**config.mk**
```make
export PLATFORM = sky130hd
export DESIGN_NAME = aux_uart_regs
export DESIGN_NICKNAME = d
export VERILOG_FILES = /design/src/rtl/aux_uart_pkg.sv /design/src/rtl/aux_uart_rxq.sv /design/src/rtl/aux_uart_rdmux.sv /design/src/rtl/aux_uart_regs.sv
export SDC_FILE = /design/constraint.sdc
export NUM_CORES = 1
export LEC_CHECK = 0
export BUFFER_PORTS_ARGS = -buffer_cell sky130_fd_sc_hd__buf_4
export CAP_MARGIN = 5
export CORE_MARGIN = 5
export CORE_UTILIZATION = 44
export DETAILED_ROUTE_END_ITERATION = 8
export PLACE_DENSITY = 0.77
export SLEW_MARGIN = 20
export SYNTH_ARGS = -nofsm -noshare
export SYNTH_HDL_FRONTEND = slang
export SYNTH_SLANG_ARGS = --single-unit
```
**constraint.sdc**
```tcl
create_clock -name clk -period 3.4 [get_ports clk]
set_clock_uncertainty 0.2 [all_clocks]
set_input_delay 0.34 -clock clk [delete_from_list [all_inputs] [get_ports clk]]
set_output_delay 0.34 -clock clk [all_outputs]
set_load 0.01 [all_outputs]
```
**src/rtl/aux_uart_pkg.sv**
```systemverilog
package aux_uart_pkg;
  // register word indices (byte offset >> 2)
  localparam logic [5:0] WI_SUMMARY = 6'h00;
  localparam logic [5:0] WI_ENABLE  = 6'h01;
  localparam logic [5:0] WI_DATA    = 6'h10;
  localparam logic [5:0] WI_IEN     = 6'h11;
  localparam logic [5:0] WI_IDENT   = 6'h12;
  localparam logic [5:0] WI_LSTAT   = 6'h15;
  localparam logic [5:0] WI_CTRL    = 6'h18;
  localparam logic [5:0] WI_XSTAT   = 6'h19;

  localparam logic [31:0] FIFO_ON_BITS = 32'h0000_00C0;
  localparam logic [31:0] LSTAT_BASE   = 32'h0000_0060;
  localparam logic [31:0] XSTAT_BASE   = 32'h0000_030E;
  localparam int          XSTAT_FILL_LSB = 16;
  localparam logic [31:0] CTRL_VALUE   = 32'h0000_0003;
  localparam logic [31:0] ENABLE_VALUE = 32'h0000_0001;
endpackage

```
**src/rtl/aux_uart_rxq.sv**
```systemverilog
module aux_uart_rxq #(
  parameter int DEPTH  = 8,
  parameter int DATA_W = 8,
  localparam int PW = (DEPTH > 1) ? $clog2(DEPTH) : 1,
  localparam int CW = $clog2(DEPTH + 1)
) (
  input  logic              clk,
  input  logic              rst,
  input  logic              push_req,
  input  logic [DATA_W-1:0] push_data,
  input  logic              pop_req,
  input  logic              flush,
  output logic              ready,
  output logic [CW-1:0]     fill,
  output logic [DATA_W-1:0] head
);
  logic [DATA_W-1:0] mem [DEPTH];
  logic [PW-1:0]     rd_ptr;
  logic [CW:0]       slot_sum;
  logic [PW-1:0]     wr_idx;
  logic              do_push, do_pop;

  assign ready   = (fill < CW'(DEPTH));
  assign do_push = push_req && ready && !flush;
  assign do_pop  = pop_req && (fill != '0) && !flush;

  // store slot = read pointer + fill, folded into [0, DEPTH)
  assign slot_sum = (CW+1)'(rd_ptr) + (CW+1)'(fill);
  assign wr_idx   = (slot_sum >= (CW+1)'(DEPTH)) ? PW'(slot_sum - (CW+1)'(DEPTH))
                                                 : PW'(slot_sum);

  always_ff @(posedge clk) begin
    if (do_push) mem[wr_idx] <= push_data;
  end

  assign head = mem[rd_ptr];

  always_ff @(posedge clk) begin
    if (rst) begin
      rd_ptr <= '0;
      fill   <= '0;
    end else if (flush) begin
      fill <= '0;
    end else begin
      if (do_pop) rd_ptr <= (rd_ptr == PW'(DEPTH - 1)) ? '0 : rd_ptr + 1'b1;
      case ({do_push, do_pop})
        2'b10:   fill <= fill + 1'b1;
        2'b01:   fill <= fill - 1'b1;
        default: fill <= fill;
      endcase
    end
  end
endmodule

```
**src/rtl/aux_uart_rdmux.sv**
```systemverilog
module aux_uart_rdmux
  import aux_uart_pkg::*;
#(
  parameter int CW = 4
) (
  input  logic [5:0]    word_idx,
  input  logic [1:0]    ien,
  input  logic [CW-1:0] fill,
  input  logic          irq_level,
  input  logic [7:0]    head,
  output logic [31:0]   rd_value
);
  logic has_data;
  assign has_data = (fill != '0);

  always_comb begin
    rd_value = '0;
    case (word_idx)
      WI_SUMMARY: rd_value = {31'd0, irq_level};
      WI_ENABLE:  rd_value = ENABLE_VALUE;
      WI_DATA:    rd_value = {24'd0, head};
      WI_IEN:     rd_value = FIFO_ON_BITS | {30'd0, ien};
      WI_IDENT:   rd_value = FIFO_ON_BITS | (has_data ? 32'h4 : 32'h2) |
                             {31'd0, !irq_level};
      WI_LSTAT:   rd_value = LSTAT_BASE | {31'd0, has_data};
      WI_CTRL:    rd_value = CTRL_VALUE;
      WI_XSTAT:   rd_value = has_data ? (XSTAT_BASE | 32'h1 |
                                         (32'(fill) << XSTAT_FILL_LSB))
                                      : XSTAT_BASE;
      default:    rd_value = '0;
    endcase
  end
endmodule

```
**src/rtl/aux_uart_regs.sv**
```systemverilog
module aux_uart_regs
  import aux_uart_pkg::*;
#(
  parameter int DEPTH = 8,
  localparam int CW = $clog2(DEPTH + 1)
) (
  input  logic        clk,
  input  logic        rst,
  input  logic        bus_sel,
  input  logic        bus_wr,
  input  logic [7:0]  bus_addr,
  input  logic [31:0] bus_wdata,
  output logic [31:0] bus_rdata,
  input  logic        rx_valid,
  input  logic [7:0]  rx_byte,
  output logic        rx_ready,
  output logic        tx_strobe,
  output logic [7:0]  tx_byte,
  output logic        irq
);
  logic [5:0]    word_idx;
  logic          rd_en, wr_en;
  logic [1:0]    ien;
  logic [CW-1:0] fill;
  logic [7:0]    head;
  logic [31:0]   rd_value;
  logic          pop_req, flush;
  logic          unused_bits;

  assign word_idx    = bus_addr[7:2];
  assign rd_en       = bus_sel && !bus_wr;
  assign wr_en       = bus_sel && bus_wr;
  assign pop_req     = rd_en && (word_idx == WI_DATA);
  assign flush       = wr_en && (word_idx == WI_IDENT) && bus_wdata[1];
  assign unused_bits = ^{bus_addr[1:0], bus_wdata[31:8]};

  aux_uart_rxq #(.DEPTH(DEPTH), .DATA_W(8)) u_rxq (
    .clk      (clk),
    .rst      (rst),
    .push_req (rx_valid),
    .push_data(rx_byte),
    .pop_req  (pop_req),
    .flush    (flush),
    .ready    (rx_ready),
    .fill     (fill),
    .head     (head)
  );

  assign irq = (ien[0] && (fill != '0)) || ien[1];

  aux_uart_rdmux #(.CW(CW)) u_rdmux (
    .word_idx (word_idx),
    .ien      (ien),
    .fill     (fill),
    .irq_level(irq),
    .head     (head),
    .rd_value (rd_value)
  );

  always_ff @(posedge clk) begin
    if (rst) begin
      ien       <= '0;
      tx_strobe <= 1'b0;
      tx_byte   <= '0;
      bus_rdata <= '0;
    end else begin
      tx_strobe <= wr_en && (word_idx == WI_DATA);
      if (wr_en && (word_idx == WI_DATA)) tx_byte <= bus_wdata[7:0];
      if (wr_en && (word_idx == WI_IEN))  ien <= bus_wdata[1:0];
      if (rd_en) bus_rdata <= rd_value;
    end
  end
endmodule

```
After elaboration in Yosys (flattened, before gate mapping)
Memory sizes are Yosys's and may differ from the RTL's. A register that Yosys moved wholly into a read port is not among the register bits.
Index checks and enable logic that the tools add are counted.
{"block": "word_totals", "reg_bits": 50, "latchBits": 0, "ramBits": 64, "romBits": 0, "wordCells": 57, "n_memories": 1}
{"block": "op_classes", "add_sub_neg": 5, "multipliers": 0, "n_div": 0, "order_cmp": 2, "eq_ne": 10, "shifts": 0, "mux": 10, "n_bitwise": 2, "n_reduce_logical": 21}
{"name": "u_rxq.mem", "words": 8, "word_bits": 8, "read_ports": 1, "rd_ports_with_merged_regs": 1, "wr": 1, "line_no": "aux_uart_rxq.sv:17", "source": "logic [DATA_W-1:0] mem [DEPTH];"}
{"cell": "$pmux W32 S8", "n": 1}
{"cell": "$eq A6 B5 Y1 const B", "n": 6}
{"cell": "$or A32 B1 Y32", "n": 1}
{"cell": "$mux W20", "n": 1}
{"cell": "$mux W3", "n": 5}
{"cell": "$logic_and A1 B1 Y1", "n": 12}
{"cell": "$pmux W4 S2", "n": 1}
{"cell": "$eq A6 B1 Y1 const B", "n": 1}
{"cell": "$logic_not A6 Y1", "n": 1}
{"cell": "$add A3 B4 Y5", "n": 1}
{"cell": "$ge A5 B4 Y1 const B", "n": 1}
{"cell": "$add A4 B1 Y4 const B", "n": 1}
{"cell": "$lt A4 B4 Y1 const B", "n": 1}
{"cell": "$reduce_bool A4 Y1", "n": 1}
{"cell": "$sub A4 B1 Y4 const B", "n": 1}
{"cell": "$add A3 B1 Y3 const B", "n": 1}
{"cell": "$eq A3 B3 Y1 const B", "n": 1}
{"cell": "$logic_not A1 Y1", "n": 3}
{"cell": "$sub A3 B1 Y3 const B", "n": 1}
{"cell": "$eq A2 B1 Y1 const B", "n": 1}
{"cell": "$eq A2 B2 Y1 const B", "n": 1}
{"cell": "$mux W1", "n": 2}
{"cell": "$reduce_and A2 Y1", "n": 1}
{"cell": "$reduce_bool A2 Y1", "n": 1}
{"cell": "other kinds (3)", "n": 3}

Depth between registers and ports, before layout
{"block": "depth", "word_depth": 8, "mapped_depth": 12, "ltp_nobuf": 10}

Hierarchy
A second synthesis with hierarchy kept.
{"block": "hier_totals", "cells_unflattened": 427, "area_unflattened_um2": 5098.6}
{"mod": "aux_uart_rxq", "n_inst": 1, "cells_per_inst": 164, "area_each_um2": 3027.9, "seq_area_each_um2": 2122.0}
{"mod": "aux_uart_regs", "n_inst": 1, "cells_per_inst": 194, "area_each_um2": 1627.8, "seq_area_each_um2": 860.8}
{"mod": "aux_uart_rdmux", "n_inst": 1, "cells_per_inst": 69, "area_each_um2": 442.9, "seq_area_each_um2": 0.0}

Worst setup path before layout
No wires, ideal clock.
{"block": "synth_timing", "kind": "input to register", "from": "in bus_addr[4]", "to": "reg u_rxq.fill[2]", "setup_time_ns": 0.070, "arrival_ns": 2.492, "setup_slack_ns": 0.638, "cell_stages": 11, "path_buffers": 1, "path_cell_list": "buf_4 nor4b_4 nand2_1 o21ai_0 ha_1 xor2_1 ha_1 a21oi_1 xor2_1 or3_1 a21oi_1"}
{"block": "synth_between", "elab_chain_len": 7, "elab_cells_between_ends": 14, "classes_between": "eq/ne (4); mux (1); reduce/logical (9)"}
{"item": "start, declared", "line_no": "aux_uart_regs.sv:11", "source": "input logic [7:0] bus_addr,"}
{"item": "$eq A6 B5 Y1", "line_no": "aux_uart_regs.sv:34", "source": "assign flush = wr_en && (word_idx == WI_IDENT) && bus_wdata[1];"}
{"item": "$logic_and A1 B1 Y1 (2 in series)", "line_no": "aux_uart_regs.sv:34"}
{"item": "$logic_not A1 Y1", "line_no": "aux_uart_rxq.sv:24, aux_uart_rxq.sv:25"}
{"item": "$logic_and A1 B1 Y1, on equally long branches", "line_no": "aux_uart_rxq.sv:25, aux_uart_rxq.sv:24"}
{"item": "$eq A2 B1 Y1 / $eq A2 B2 Y1 (equally long branches)", "line_no": "aux_uart_rxq.sv:46", "source": "case ({do_push, do_pop})"}
{"item": "$pmux W4 S2 / $reduce_bool A2 Y1 (equally long branches)"}
{"item": "end signal, assigned", "line_no": "aux_uart_rxq.sv:47", "source": "2'b10: fill <= fill + 1'b1;"}
{"item": "end signal, assigned", "line_no": "aux_uart_rxq.sv:48", "source": "2'b01: fill <= fill - 1'b1;"}
{"item": "end signal, assigned", "line_no": "aux_uart_rxq.sv:49", "source": "default: fill <= fill;"}
{"item": "end, declared", "line_no": "aux_uart_rxq.sv:14", "source": "output logic [CW-1:0] fill,"}
Several ways; a longest one is shown, not always the timed one.
A chain may end at the register's enable or synchronous reset.

Worst setup path after layout
{"block": "layout_timing", "from": "reg u_rxq.fill[1]", "to": "reg u_rxq.fill[2]"}
{"block": "layout_between", "elab_chain_len": 5, "elab_cells_between_ends": 12, "classes_between": "add/sub (2); order compare (1); eq/ne (2); mux (1); reduce/logical (6)"}
{"item": "$lt A4 B4 Y1 / $reduce_bool A4 Y1 (equally long branches)", "line_no": "aux_uart_rxq.sv:23, aux_uart_rxq.sv:25"}
{"item": "$logic_and A1 B1 Y1, on equally long branches (2 in series)", "line_no": "aux_uart_rxq.sv:24, aux_uart_rxq.sv:25"}
{"item": "$eq A2 B1 Y1 / $eq A2 B2 Y1 (equally long branches)", "line_no": "aux_uart_rxq.sv:46"}
{"item": "$pmux W4 S2 / $reduce_bool A2 Y1 (equally long branches)"}
Several ways; a longest one is shown, not always the timed one.

==> flow_metrics.py <==
metrics = {
    "layout": {
        "fin_nets": 432,
        "regArea_um2": 2603,
        "area_growth_syn_to_layout_pct": 15.35,
        "antennaDiodeCount": 0,
        "fillCellCount": 833,
        "drive_gt1_share_pct": 28.12,
        "finalNonFillerCells": 510,
        "utilization_pct": 51.40,
        "multi_input_area_um2": 1513,
    },
    "placed_design": {
        "hpwlAfterDp_mm": 5.836,
        "gp_congestion": 0.8594,
        "dp_slack_ns": 0.4454,
        "dpl.cell_count": 493,
        "portBuffers": 51,
    },
    "pwr": {
        "power_switching_mw": 0.5071,
        "cellLeakagePower_nw": 1.869,
        "peakVddDrop_v": 0.0002846,
        "switching_share_pct": 23.74,
        "seqPwrFrac_pct": 61.1,
        "pwr_density_cell_nw_per_um2": 431.2,
        "p_clk_share_pct": 31.4,
        "p_int_mw": 1.629,
        "p_comb_share_pct": 7.4,
    },
    "worst_setup_path": {
        "cp_data_required_time_ns": 3.49,
        "cp-end-kind": "register",
        "crit_fanout": 8,
        "critical_path_class": "register to register",
        "arrival_ns": 2.91,
        "start_kind": "register",
    },
    "grt": {
        "grt_max_degree": 29,
        "grt_pass1_vias": 2666,
        "grt.total_usage_pct": 14.49,
        "antenna_found_initial": 0,
        "grt_remaining_overflow": 0,
        "grt_pass1_wl_mm": 13.17,
    },
    "routing": {
        "drt_pass1_iterations": 5,
        "vias": 2664,
        "finalWirelength_mm": 8.251,
        "drt-initial-drc-count": 119,
        "remaining_drc_errors": 0,
        "ant_nets": 0,
        "viasPerCell": 5.224,
        "drt-wirelength-per-cell_um": 16.18,
    },
    "synth": {
        "ys_types": 53,
        "synthTopCellsByArea": "edfxtp_1 (45%), dfxtp_1 (16%), mux4_2 (8.4%), mux2i_1 (4.2%), buf_4 (3.8%)",
        "ys_seq_area_share_pct": 60.59,
        "synth.most_common_cell": "edfxtp_1",
        "synth.cell_area_um2": 4295,
        "synth_top_area_cell": "edfxtp_1",
        "syn_area_per_cell_um2": 13.68,
        "synth_seq_cells": 98,
        "async_flop_share_pct": 0,
        "yosysTopAreaCellShare_pct": 44.74,
        "synth_edf_count": 64,
        "synth_common_cells": "edfxtp_1 (64), nor2_1 (36), dfxtp_1 (34)",
        "synthFlopType": "edfxtp_1",
        "netlist_instances": 314,
        "synth-warning-count": 0,
    },
    "clock_tree": {
        "clockBufferDepth": 2,
        "numClockSinks": 98,
        "cts_tree": "yes",
        "clockRootBuffer": "clkbuf_8",
        "cts_hold_buf": 0,
        "cts-buffers-inserted": 9,
        "clock_latency_ns": 0.35,
        "postCtsSetupRepairBufs": 0,
        "cts_max_level": 3,
        "cts_resized": 0,
        "path_clk_slew_ns": 0.09,
    },
    "timing": {
        "hold_ws_ns": 0.01102,
        "slew_viol_final": 0,
        "rsz0062_at_grt": "false",
        "fmax_mhz": 354.7,
        "relSlewSlack_pct": 45.97,
        "hold_viol": 0,
        "fin_crit_ns": 2.819,
        "fin_ws_ns": 0.5809,
        "fin_crit_sh_pct": 82.92,
        "tightest_slew_ns": 0.8087,
        "finalSetupTns_ns": 0,
        "setup_viol": 0,
    },
    "floorplan": {
        "die_h_um": 108.8,
        "die_width_um": 108.8,
        "rows": 36,
        "num_io_pins": 96,
        "dieArea_um2": 11840,
        "initial_core_util_pct": 44.56,
        "core-area_um2": 9639,
    },
    "job": {
        "max-cap-violations": 0,
    },
    "hold_path": {
        "hold_class": "input port to register",
    },
    "outcome": {
        "status": "finished clean",
    },
}
-- worst max-delay path: stages, from the launching register on --
cell	delay (ns)
dfxtp_1	0.42
or4_4	0.57
and3_2	0.24
ha_1	0.27
xor2_1	0.17
ha_1	0.19
a21oi_1	0.14
xor2_1	0.09
or3_1	0.30
a21oi_1	0.14
-- layer usage --
metal / track usage (%) / vias up / part of all wire [%]
li1: - / 1247 / -
met1: 18.83 / 1305 / 43
met2: 23.79 / 95 / 48
met3: 3.552 / 17 / 6.6
met4: 5.050 / 0 / 2.0
met5: 0 / - / 0
-- logic make-up after synthesis --
logic type               after synthesis  synth area share (%)
AO/OA/AOI/OAI                         37                 5.826
XOR/XNOR                               6                 1.223
adder cells (fa/ha/maj)                7                 2.214
buffers and inverters                 38                 5.680
flip-flops                            98                 60.59
multiplexers                          36                 13.11
other                                  1               0.08730
AND/OR/NAND/NOR                       91                 11.27
-- area by class of cell --
class | count | area share [%]
clock inverter | 7 | 1.035
multi-input combinational | 195 | 30.53
inverter | 4 | 0.3030
timing repair buffer | 64 | 9.747
sequential | 98 | 52.53
tap | 133 | 3.359
clock buffer | 9 | 2.500
-- power by group through the flow --
stage                     clock network (mW)  registers (mW)  logic [mW]
after floorplan                            0            1.33       0.104
after global placement                     0            1.33       0.153
after detailed placement                   0            1.33       0.157
after CTS                              0.686            1.31       0.158
after global routing                   0.734            1.31       0.175
final                                  0.672            1.31       0.159
-- registers in the layout, indices dropped and copies added (netlist names), named ones only --
name	flops
ien	2
tx_strobe	1
u_rxq.fill	4
u_rxq.mem	64
u_rxq.rd_ptr	3
bus_rdata	13
tx_byte	8
-- path summary, 6_finish.rpt --
| path | from | to | slack, ns | cells past startpoint |
|---|---|---|---|---|
| worst max-delay path | u_rxq.fill[1] | u_rxq.fill[2] | 0.58 | 9 |
| worst min-delay path | rx_byte[3] | u_rxq.mem[3][3] | 0.01 | 1 |
| worst max register to register | u_rxq.fill[1] | u_rxq.fill[2] | 0.58 | 9 |
| worst min register to register | bus_rdata[18] | bus_rdata[18] | 0.26 | 2 |
-- per-stage QoR --
step           total power [mW]  cell area [um2]
6_report                  2.137             4955
3_5_place_dp              1.491             4770
2_1_floorplan             1.435             4359
4_1_cts                   2.150             4945
3_3_place_gp              1.485             4770
5_1_grt                   2.218             4955
-- placed cells by master, fill, tap and decap left out, types with 3 or more instances in the layout --
| cell | Yosys | final |
|---|---|---|
| a211oi_1 | 3 | 3 |
| a21oi_1 | 9 | 9 |
| buf_4 | 22 | 63 |
| clkbuf_8 | 0 | 9 |
| clkinv_4 | 0 | 3 |
| conb_1 | 1 | 18 |
| dfxtp_1 | 34 | 34 |
| edfxtp_1 | 64 | 64 |
| ha_1 | 6 | 6 |
| inv_1 | 4 | 4 |
| mux2i_1 | 18 | 18 |
| mux4_2 | 16 | 16 |
| nand2_1 | 12 | 12 |
| nand2b_1 | 3 | 3 |
| nand3_1 | 9 | 9 |
| nor2_1 | 36 | 36 |
| nor2b_1 | 3 | 3 |
| nor3_1 | 9 | 9 |
| nor3b_1 | 3 | 3 |
| o21ai_0 | 8 | 8 |
| xor2_1 | 5 | 5 |
No activity file was read; power rests on OpenSTA's default activity.
